### src/rtl/irq_pkg.sv
package irq_pkg;
    localparam int N_SYS    = 6;
    localparam int N_UR     = 4;
    localparam int N_SRC    = N_SYS + 1;
    localparam int SRC_W    = $clog2(N_SRC + 1);
    localparam int UR_SEL_W = $clog2(N_UR);

    localparam logic [SRC_W-1:0] SRC_UR   = SRC_W'(N_SYS);
    localparam logic [SRC_W-1:0] SRC_NONE = {SRC_W{1'b1}};

    typedef enum logic [2:0] {
        BTN_IDLE,
        BTN_CONFIRM,
        BTN_FIRE,
        BTN_HELD,
        BTN_RELEASE
    } btn_state_t;

    typedef enum logic [0:0] {
        UR_IDLE,
        UR_ARMED
    } ur_state_t;
endpackage

### src/rtl/irq_btn_oneshot.sv
module irq_btn_oneshot
    import irq_pkg::*;
#(
    parameter int DEB_CYCLES = 4,
    parameter int SYNC_STAGES = 2
) (
    input  logic clk,
    input  logic rst_n,
    input  logic btn_raw,
    output logic pulse
);
    localparam int CNT_W = $clog2(DEB_CYCLES + 1);
    localparam logic [CNT_W-1:0] CNT_LAST = CNT_W'(DEB_CYCLES - 1);

    logic [SYNC_STAGES-1:0] sync_q;
    logic                   btn_s;
    btn_state_t             state_q, state_d;
    logic [CNT_W-1:0]       cnt_q, cnt_d;

    // input synchronizer chain
    always_ff @(posedge clk) begin
        if (!rst_n) sync_q <= '0;
        else        sync_q <= {sync_q[SYNC_STAGES-2:0], btn_raw};
    end
    assign btn_s = sync_q[SYNC_STAGES-1];

    // state register
    always_ff @(posedge clk) begin
        if (!rst_n) begin
            state_q <= BTN_IDLE;
            cnt_q   <= '0;
        end else begin
            state_q <= state_d;
            cnt_q   <= cnt_d;
        end
    end

    // next state
    always_comb begin
        state_d = state_q;
        cnt_d   = cnt_q;
        unique case (state_q)
            BTN_IDLE: begin
                cnt_d = '0;
                if (btn_s) state_d = BTN_CONFIRM;
            end
            BTN_CONFIRM: begin
                if (!btn_s) begin
                    state_d = BTN_IDLE;
                    cnt_d   = '0;
                end else if (cnt_q == CNT_LAST) begin
                    state_d = BTN_FIRE;
                    cnt_d   = '0;
                end else begin
                    cnt_d = cnt_q + 1'b1;
                end
            end
            BTN_FIRE: begin
                state_d = BTN_HELD;
                cnt_d   = '0;
            end
            BTN_HELD: begin
                cnt_d = '0;
                if (!btn_s) state_d = BTN_RELEASE;
            end
            BTN_RELEASE: begin
                if (btn_s) begin
                    state_d = BTN_HELD;
                    cnt_d   = '0;
                end else if (cnt_q == CNT_LAST) begin
                    state_d = BTN_IDLE;
                    cnt_d   = '0;
                end else begin
                    cnt_d = cnt_q + 1'b1;
                end
            end
            default: begin
                state_d = BTN_IDLE;
                cnt_d   = '0;
            end
        endcase
    end

    // outputs
    always_comb begin
        pulse = (state_q == BTN_FIRE);
    end
endmodule

### src/rtl/irq_ur_seq.sv
module irq_ur_seq
    import irq_pkg::*;
(
    input  logic                clk,
    input  logic                rst_n,
    input  logic                enable,
    input  logic                btn_pulse,
    input  logic [UR_SEL_W-1:0] ur_sel,
    input  logic [N_UR-1:0]     ur_done,
    output logic                ur_set,
    output logic                armed
);
    ur_state_t state_q, state_d;

    // state register
    always_ff @(posedge clk) begin
        if (!rst_n) state_q <= UR_IDLE;
        else        state_q <= state_d;
    end

    // next state
    always_comb begin
        state_d = state_q;
        unique case (state_q)
            UR_IDLE:  if (enable && btn_pulse) state_d = UR_ARMED;
            UR_ARMED: if (!enable)             state_d = UR_IDLE;
            default:                           state_d = UR_IDLE;
        endcase
    end

    // outputs
    always_comb begin
        armed  = (state_q == UR_ARMED);
        ur_set = 1'b0;
        unique case (state_q)
            UR_IDLE:  ur_set = enable && btn_pulse;
            UR_ARMED: ur_set = enable && (btn_pulse || ur_done[ur_sel]);
            default:  ur_set = 1'b0;
        endcase
    end
endmodule

### src/rtl/irq_pending.sv
module irq_pending
    import irq_pkg::*;
(
    input  logic             clk,
    input  logic             rst_n,
    input  logic             enable,
    input  logic [N_SRC-1:0] set_vec,
    input  logic             ack,
    output logic             req,
    output logic [SRC_W-1:0] src
);
    logic [N_SRC-1:0] pend_q, pend_d, clr_mask;

    // lowest-index pending source wins
    always_comb begin
        src      = SRC_NONE;
        clr_mask = '0;
        for (int i = N_SRC - 1; i >= 0; i--) begin
            if (pend_q[i]) begin
                src      = SRC_W'(i);
                clr_mask = N_SRC'(1) << i;
            end
        end
    end

    // a new event on the same cycle as its ack keeps the flag set
    always_comb begin
        if (!enable) pend_d = '0;
        else         pend_d = (pend_q & ~(ack ? clr_mask : '0)) | set_vec;
    end

    always_ff @(posedge clk) begin
        if (!rst_n) pend_q <= '0;
        else        pend_q <= pend_d;
    end

    assign req = |pend_q;
endmodule

### src/rtl/irq_prio_ctrl.sv
module irq_prio_ctrl
    import irq_pkg::*;
#(
    parameter int DEB_CYCLES = 4
) (
    input  logic                clk,
    input  logic                rst_n,
    input  logic                enable_sw,
    input  logic [N_SYS-1:0]    io_event,
    input  logic [UR_SEL_W-1:0] ur_sel,
    input  logic [N_UR-1:0]     ur_done,
    input  logic                prio_btn,
    input  logic                irq_ack,
    output logic                irq_req,
    output logic [SRC_W-1:0]    irq_src
);
    logic             btn_pulse;
    logic             ur_set;
    logic             ur_armed;
    logic [N_SRC-1:0] set_vec;

    irq_btn_oneshot #(.DEB_CYCLES(DEB_CYCLES), .SYNC_STAGES(2)) i_btn (
        .clk     (clk),
        .rst_n   (rst_n),
        .btn_raw (prio_btn),
        .pulse   (btn_pulse)
    );

    irq_ur_seq i_ur (
        .clk       (clk),
        .rst_n     (rst_n),
        .enable    (enable_sw),
        .btn_pulse (btn_pulse),
        .ur_sel    (ur_sel),
        .ur_done   (ur_done),
        .ur_set    (ur_set),
        .armed     (ur_armed)
    );

    assign set_vec = {ur_set, io_event & {N_SYS{enable_sw}}};

    irq_pending i_pend (
        .clk     (clk),
        .rst_n   (rst_n),
        .enable  (enable_sw),
        .set_vec (set_vec),
        .ack     (irq_ack),
        .req     (irq_req),
        .src     (irq_src)
    );
endmodule

### config.mk
export PLATFORM = sky130hd
export DESIGN_NAME = irq_prio_ctrl
export DESIGN_NICKNAME = d
export VERILOG_FILES = /design/src/rtl/irq_pkg.sv /design/src/rtl/irq_btn_oneshot.sv /design/src/rtl/irq_ur_seq.sv /design/src/rtl/irq_pending.sv /design/src/rtl/irq_prio_ctrl.sv
export SDC_FILE = /design/constraint.sdc
export NUM_CORES = 1
export LEC_CHECK = 0
export ABC_AREA = 0
export BUFFER_PORTS_ARGS = -buffer_cell sky130_fd_sc_hd__buf_2
export CAP_MARGIN = 20
export CORE_MARGIN = 1.5
export CORE_UTILIZATION = 54
export CTS_CLUSTER_SIZE = 16
export DETAILED_ROUTE_END_ITERATION = 7
export PLACE_DENSITY = 0.77
export SLEW_MARGIN = 0
export SYNTH_ARGS = -nofsm -noshare
export SYNTH_HDL_FRONTEND = slang
export SYNTH_HIERARCHICAL = 1
export SYNTH_SLANG_ARGS = --single-unit
### constraint.sdc
create_clock -name clk -period 2.1 [get_ports clk]
set_input_delay 0.42 -clock clk [delete_from_list [all_inputs] [get_ports clk]]
set_output_delay 0.42 -clock clk [all_outputs]
set_load 0.005 [all_outputs]
Word level (Yosys, flattened, before mapping)
Index checks and enable logic that the tools add are counted.

storage, ports and cells
  input bits = 17
  output and inout port bits = 4
  logic and storage cells = 60
  flip-flop bits (word level) = 16

operators by class
  add/sub/neg operators = 1
  reductions and logical operators = 7
  equal/unequal tests = 9
  multiplexer cells = 32
  $lt $le $gt $ge = 1
  bitwise operators = 5

operator list
  kind                                                         number
  2-to-1 mux 7 bit                                             8
  2-to-1 mux 3 bit                                             13
  case mux 3 bit (5 select lines)                              1
  == test 3 x 2 -> 1 bit (second input constant)               3
  AND 7 bit                                                    1
  NOT 7 bit                                                    1
  OR 7 bit                                                     1
  OR reduction 7 bit                                           1
  AND 6 bit                                                    1
  case mux 3 bit (2 select lines)                              1
  2-to-1 mux 1 bit                                             4
  2-to-1 mux 2 bit                                             2
  case mux 1 bit (2 select lines)                              2
  AND reduction 4 bit                                          1
  adder 3 x 1 -> 3 bit (second input constant)                 1
  == test 3 x 1 -> 1 bit (second input constant)               1
  == test 3 bit (second input constant)                        1
  logical NOT 3 bit                                            1
  less-than comparator 2 x 3 -> 1 bit (second input constant)  1
  inequality test 3 x 1 -> 1 bit (second input constant)       1
  inequality test 3 bit (second input constant)                1
  binary-select mux 1 bit (select 2 bit)                       1
  logical AND 1 bit                                            2
  inequality test 2 x 1 -> 1 bit (second input constant)       1
  4 further kinds                                              4

Depth between registers and ports, before layout
  depth after elaboration = 11
  depth in mapped cells = 7
  depth with buffers taken out = 7

Modules after synthesis
The synthesis kept the hierarchy.

by module, submodules not included
  module           cells each  area an instance (µm²)  instances  sequential area each (µm²)
  irq_btn_oneshot  38          362.8                   1          160.2
  irq_pending      41          329.1                   1          140.1
  irq_ur_seq       8           75.1                    1          20.0
  irq_prio_ctrl    6           37.5                    1          0.0

Worst setup path after synthesis
Ideal clock, no wire load.

  kind = register to register
  from = reg i_btn.state_q[0]
  to = reg i_btn.cnt_q[2]
  path slack = 0.806 ns
  clock period less this slack = 1.294 ns
  data required time = 2.027 ns
  buffers on the path = 1
  data arrival time = 1.221 ns
  stages on the path, launching flop included = 5
  library setup time = 0.073 ns
  cell sequence = dfxtp_1 > buf_6 > or3b_1 > a211o_1 > nor3b_2

between the ends
  word-level cells in the longest chain between the ends = 2
  elaborated cells on any way between the ends = 3
  classes of those cells = 2 x eq/ne; 1 x mux

RTL lines
  what                                                     RTL line               source
  start, declared                                          irq_btn_oneshot.sv:17  btn_state_t state_q, state_d;
  start signal, assigned                                   irq_btn_oneshot.sv:33  state_q <= state_d;
  == test 3 bit or == test 3 x 1 -> 1 bit (tied branches)  irq_btn_oneshot.sv:42  unique case (state_q)
  case mux 3 bit (2 select lines) (*)                      irq_btn_oneshot.sv:42
  end signal, assigned                                     irq_btn_oneshot.sv:34  cnt_q <= cnt_d;
  end, declared                                            irq_btn_oneshot.sv:18  logic [CNT_W-1:0] cnt_q, cnt_d;

Every way passes the cells marked *; elsewhere a longest branch is shown, timed or not.
A chain may end at the register's enable or synchronous reset.

Final worst setup path
  from = reg i_pend.pend_q[0]
  to = out irq_req

between the ends
  word-level cells in the longest chain between the ends = 1

RTL lines
  what                    RTL line             source
  start, declared         irq_pending.sv:12    logic [N_SRC-1:0] pend_q, pend_d, clr_mask;
  start signal, assigned  irq_pending.sv:34    else pend_q <= pend_d;
  OR reduction 7 bit      irq_pending.sv:37    assign req = |pend_q;
  end, declared           irq_prio_ctrl.sv:14  output logic irq_req,

Every way passes these cells.

==> metrics.yaml <==
cells_and_area:
  final_design_area_no_fill_sq_um: 948
  synthToLayoutAreaGrowth_pct: 17.9
  final_layout_size_suffix_gt1_share_pct: 23.3
  finalNetCount: 135
  count_of_antenna_diodes_in_the_layout: 0
  nFillCells: 128
routing:
  finalWirelength_microns: 1680
  drc: 0
  route.detailed.vias_per_inst: 5.55
  drt_first_pass_iters: 4
  total_vias_in_the_final_route: 727
  antenna_nets_post_route: 0
  routedWlPerCell_microns: 12.8
  detailedRoute.firstIterationViolations: 16
clock_tree:
  clock_sink_count: 16
  numCtsBuffers: 3
  cts.repair_timing.setup_buffer_count: 0
  clock_latency_on_the_worst_skew_pair_ns: 0.28
  cts.clk_slew.worst_paths_ns: 0.09
  ctsLongestPathBuffers: 2
  ctsRootBufferMaster: "clkbuf_4"
  cts_repair_resize_count: 0
  clock_tree.htree_level_count: 1
  cts_hold_repair.buffers: 0
  cts_tree: "done"
sta:
  timing.final.max_slew_violations: 0
  rsz0062_at_grt: "false"
  fin_worst_skew_ns: 0.00116
  fmax_mhz: 598
  timing.slew.headroom_pct: 79.5
  hold_ws_ns: 0.332
  finalSetupTns_ns: 0
  final_period_minus_worst_setup_slack_ns: 1.67
  max_slew.worst_pin.slew_ns: 0.306
  final_min_period_over_clock_period_pct: 79.6
  setup_viol: 0
  number_of_hold_slack_violations_in_the_final_timing_report: 0
synthesis:
  yosys.area.top_type_share_pct: 39.8
  synth.avg_cell_area_sq_um: 8.65
  most_instantiated_cells_after_synthesis: "dfxtp_1, a21oi_1, nor2_1"
  ys.warnings.count: 6
  yosys.cell_count.top_type: "dfxtp_1"
  synth_top_flop_cell: "dfxtp_1"
  synth_area_leaders: "dfxtp_1, and2_1, a21oi_1"
  synth-async-reset-ratio_pct: 0
  nets_in_the_synthesized_netlist: 111
  ys_ff_latch: 16
  synth_sequential_area_ratio_pct: 39.8
  post_synth_instance_area_sq_um: 805
  netlist.top_cell.by_area: "dfxtp_1"
  synth_edf_count: 0
  syn-instance-count: 93
  synth.distinct_cells: 31
power:
  cellLeakagePower_nw: 0.407
  power.ir.vdd_worst_mv: 0.473
  power.share.clock_pct: 34.3
  p_sw_uw: 138
  post-layout-total-power_uw: 589
  power.combinational.fraction_pct: 11.4
  internal_power_uw: 451
  seq_power_share_pct: 54.3
  netSwitchingFraction_pct: 23.4
  power-per-cell-area_mw_per_mm2: 621
setup_path:
  crit_fanout: 7
  crit_arrival_ns: 1.25
  required_ns: 1.68
  crit_slowest_cell: "dfxtp_1"
  number_of_buffer_and_inverter_stages_on_the_critical_path: 1
  timing.reg2reg.worst_path_depth: 3
  worst_setup_path_end_kind: "output port"
  rrSetupSlack_ns: 0.76
  setup.worst_path.class: "flop to output port"
  start_kind: "flop"
  crit_family: "simple AND/OR/NAND/NOR gates"
  path_cells: "nor4_4 -> nand3b_1 -> buf_2"
  cp_slowest_stage_delay_ns: 0.39
  r2r-end: "i_btn/cnt_q[2]"
  r2r_start: "i_btn/state_q[0]"
  timing.critical_path.depth: 3
grt:
  grt_antenna_before_repair: 0
  wire_length_of_the_first_global_routing_pass_microns: 2820
  gr-total-overflow: 0
  grt_start_max_net_pins: 12
  global_router_s_overall_resource_usage_pct: 21.4
  via_count_of_the_first_global_routing_pass: 690
placement:
  gp_congestion: 0.843
  post_dp_cell_area_sq_um: 912
  io_buffers: 20
  post-dp-hpwl_microns: 1280
min_path:
  hold_depth: 2
  whs_endpoint: "i_btn/sync_q[0]"
  worstHoldPathType: "primary input to flop"
  hold_path_startpoint: "prio_btn"
die:
  initial_utilization_pct: 59.6
  die_w_microns: 41.6
  die-area_sq_mm: 0.00173
  core_area_sq_mm: 0.00135
  io-pin-count: 21
  die_height_microns: 41.6
  floorplan.rows: 13
flow_run:
  max_cap_viol_count: 0
outcome:
  run_status: "complete, no violations"
registers in the layout, indices dropped and copies added (netlist names):
signal,count
i_btn/sync_q,2
i_btn/cnt_q,3
i_ur/armed,1
i_pend/pend_q,7
i_btn/state_q,3
placed cells by master, fill, tap and decap left out, types with 2 or more instances in the layout:
cell / Yosys / final
mux2i_1: 2 / 2
o21ai_0: 2 / 2
nor2b_1: 4 / 4
nand3_1: 2 / 2
or3b_1: 2 / 2
clkbuf_4: 0 / 3
nor3_1: 5 / 5
nand3b_1: 3 / 3
inv_1: 6 / 6
buf_2: 0 / 20
nand2_1: 4 / 4
nor2_1: 9 / 9
nand2b_1: 3 / 3
dfxtp_1: 16 / 16
and2_1: 8 / 8
a21oi_1: 9 / 9
a211oi_1: 2 / 2
cells by family (layout without fill, tap and decap cells):
family,after synthesis,count (layout),share of synthesized area [%]
and+or+nand+nor,45,45,34.2
AOI/OAI and AO/OA,22,22,17.7
DFF,16,16,39.8
buffers and inverters,7,30,4.20
muxes,2,2,2.49
adders and majority gates,1,1,1.55
power groups by stage:
stage	Sequential, mW	Combinational (mW)	Clock [mW]
3_3_place_gp	0.326	0.0648	0
6_report	0.319	0.0673	0.202
4_1_cts	0.319	0.0674	0.210
2_1_floorplan	0.323	0.0389	0
5_1_grt	0.321	0.0745	0.222
3_5_place_dp	0.327	0.0669	0
final cells by class:
type	instances	area (sq um)	share of cell area, %
multi-input combinational	70	450	47.5
tap	15	18.8	1.98
timing repair buffer	20	100	10.6
clock buffer	4	36.3	3.83
inverter	6	22.5	2.37
sequential	16	320	33.8
how the worst max path moves through the flow:
stage / from / end
floorplan: i_btn/state_q[0] / i_btn/cnt_q[2]
global placement: i_pend/pend_q[0] / irq_req
detailed placement: enable_sw / i_pend/pend_q[6]
CTS: i_pend/pend_q[0] / irq_req
finish: i_pend/pend_q[0] / irq_req
global route: i_pend/pend_q[1] / irq_src[0]
worst register-to-register path, delay by kind of cell (launching register included):
family / cells / cell delay, ns
and+or+nand+nor: 2 / 0.57
DFF: 1 / 0.39
AOI/OAI and AO/OA: 1 / 0.31
per-stage QoR:
step	cells	utilization, %	setup slack (ns)
final	131	70.3	0.429
after global routing	131	70.3	0.323
after CTS	131	70.3	0.421
after detailed placement	127	67.6	0.742
after global placement	127	67.6	0.787
after floorplan	93	-	0.806
layer usage:
layer  up-vias  GRT usage (%)  share of wire [%]
li1        377              -                  -
met4         0           9.68               0.95
met5         -              0                  0
met3         2           3.91                3.6
met2        18           35.6                 50
met1       330           26.6                 46
Note: power is estimated with default switching activity, not from simulation.
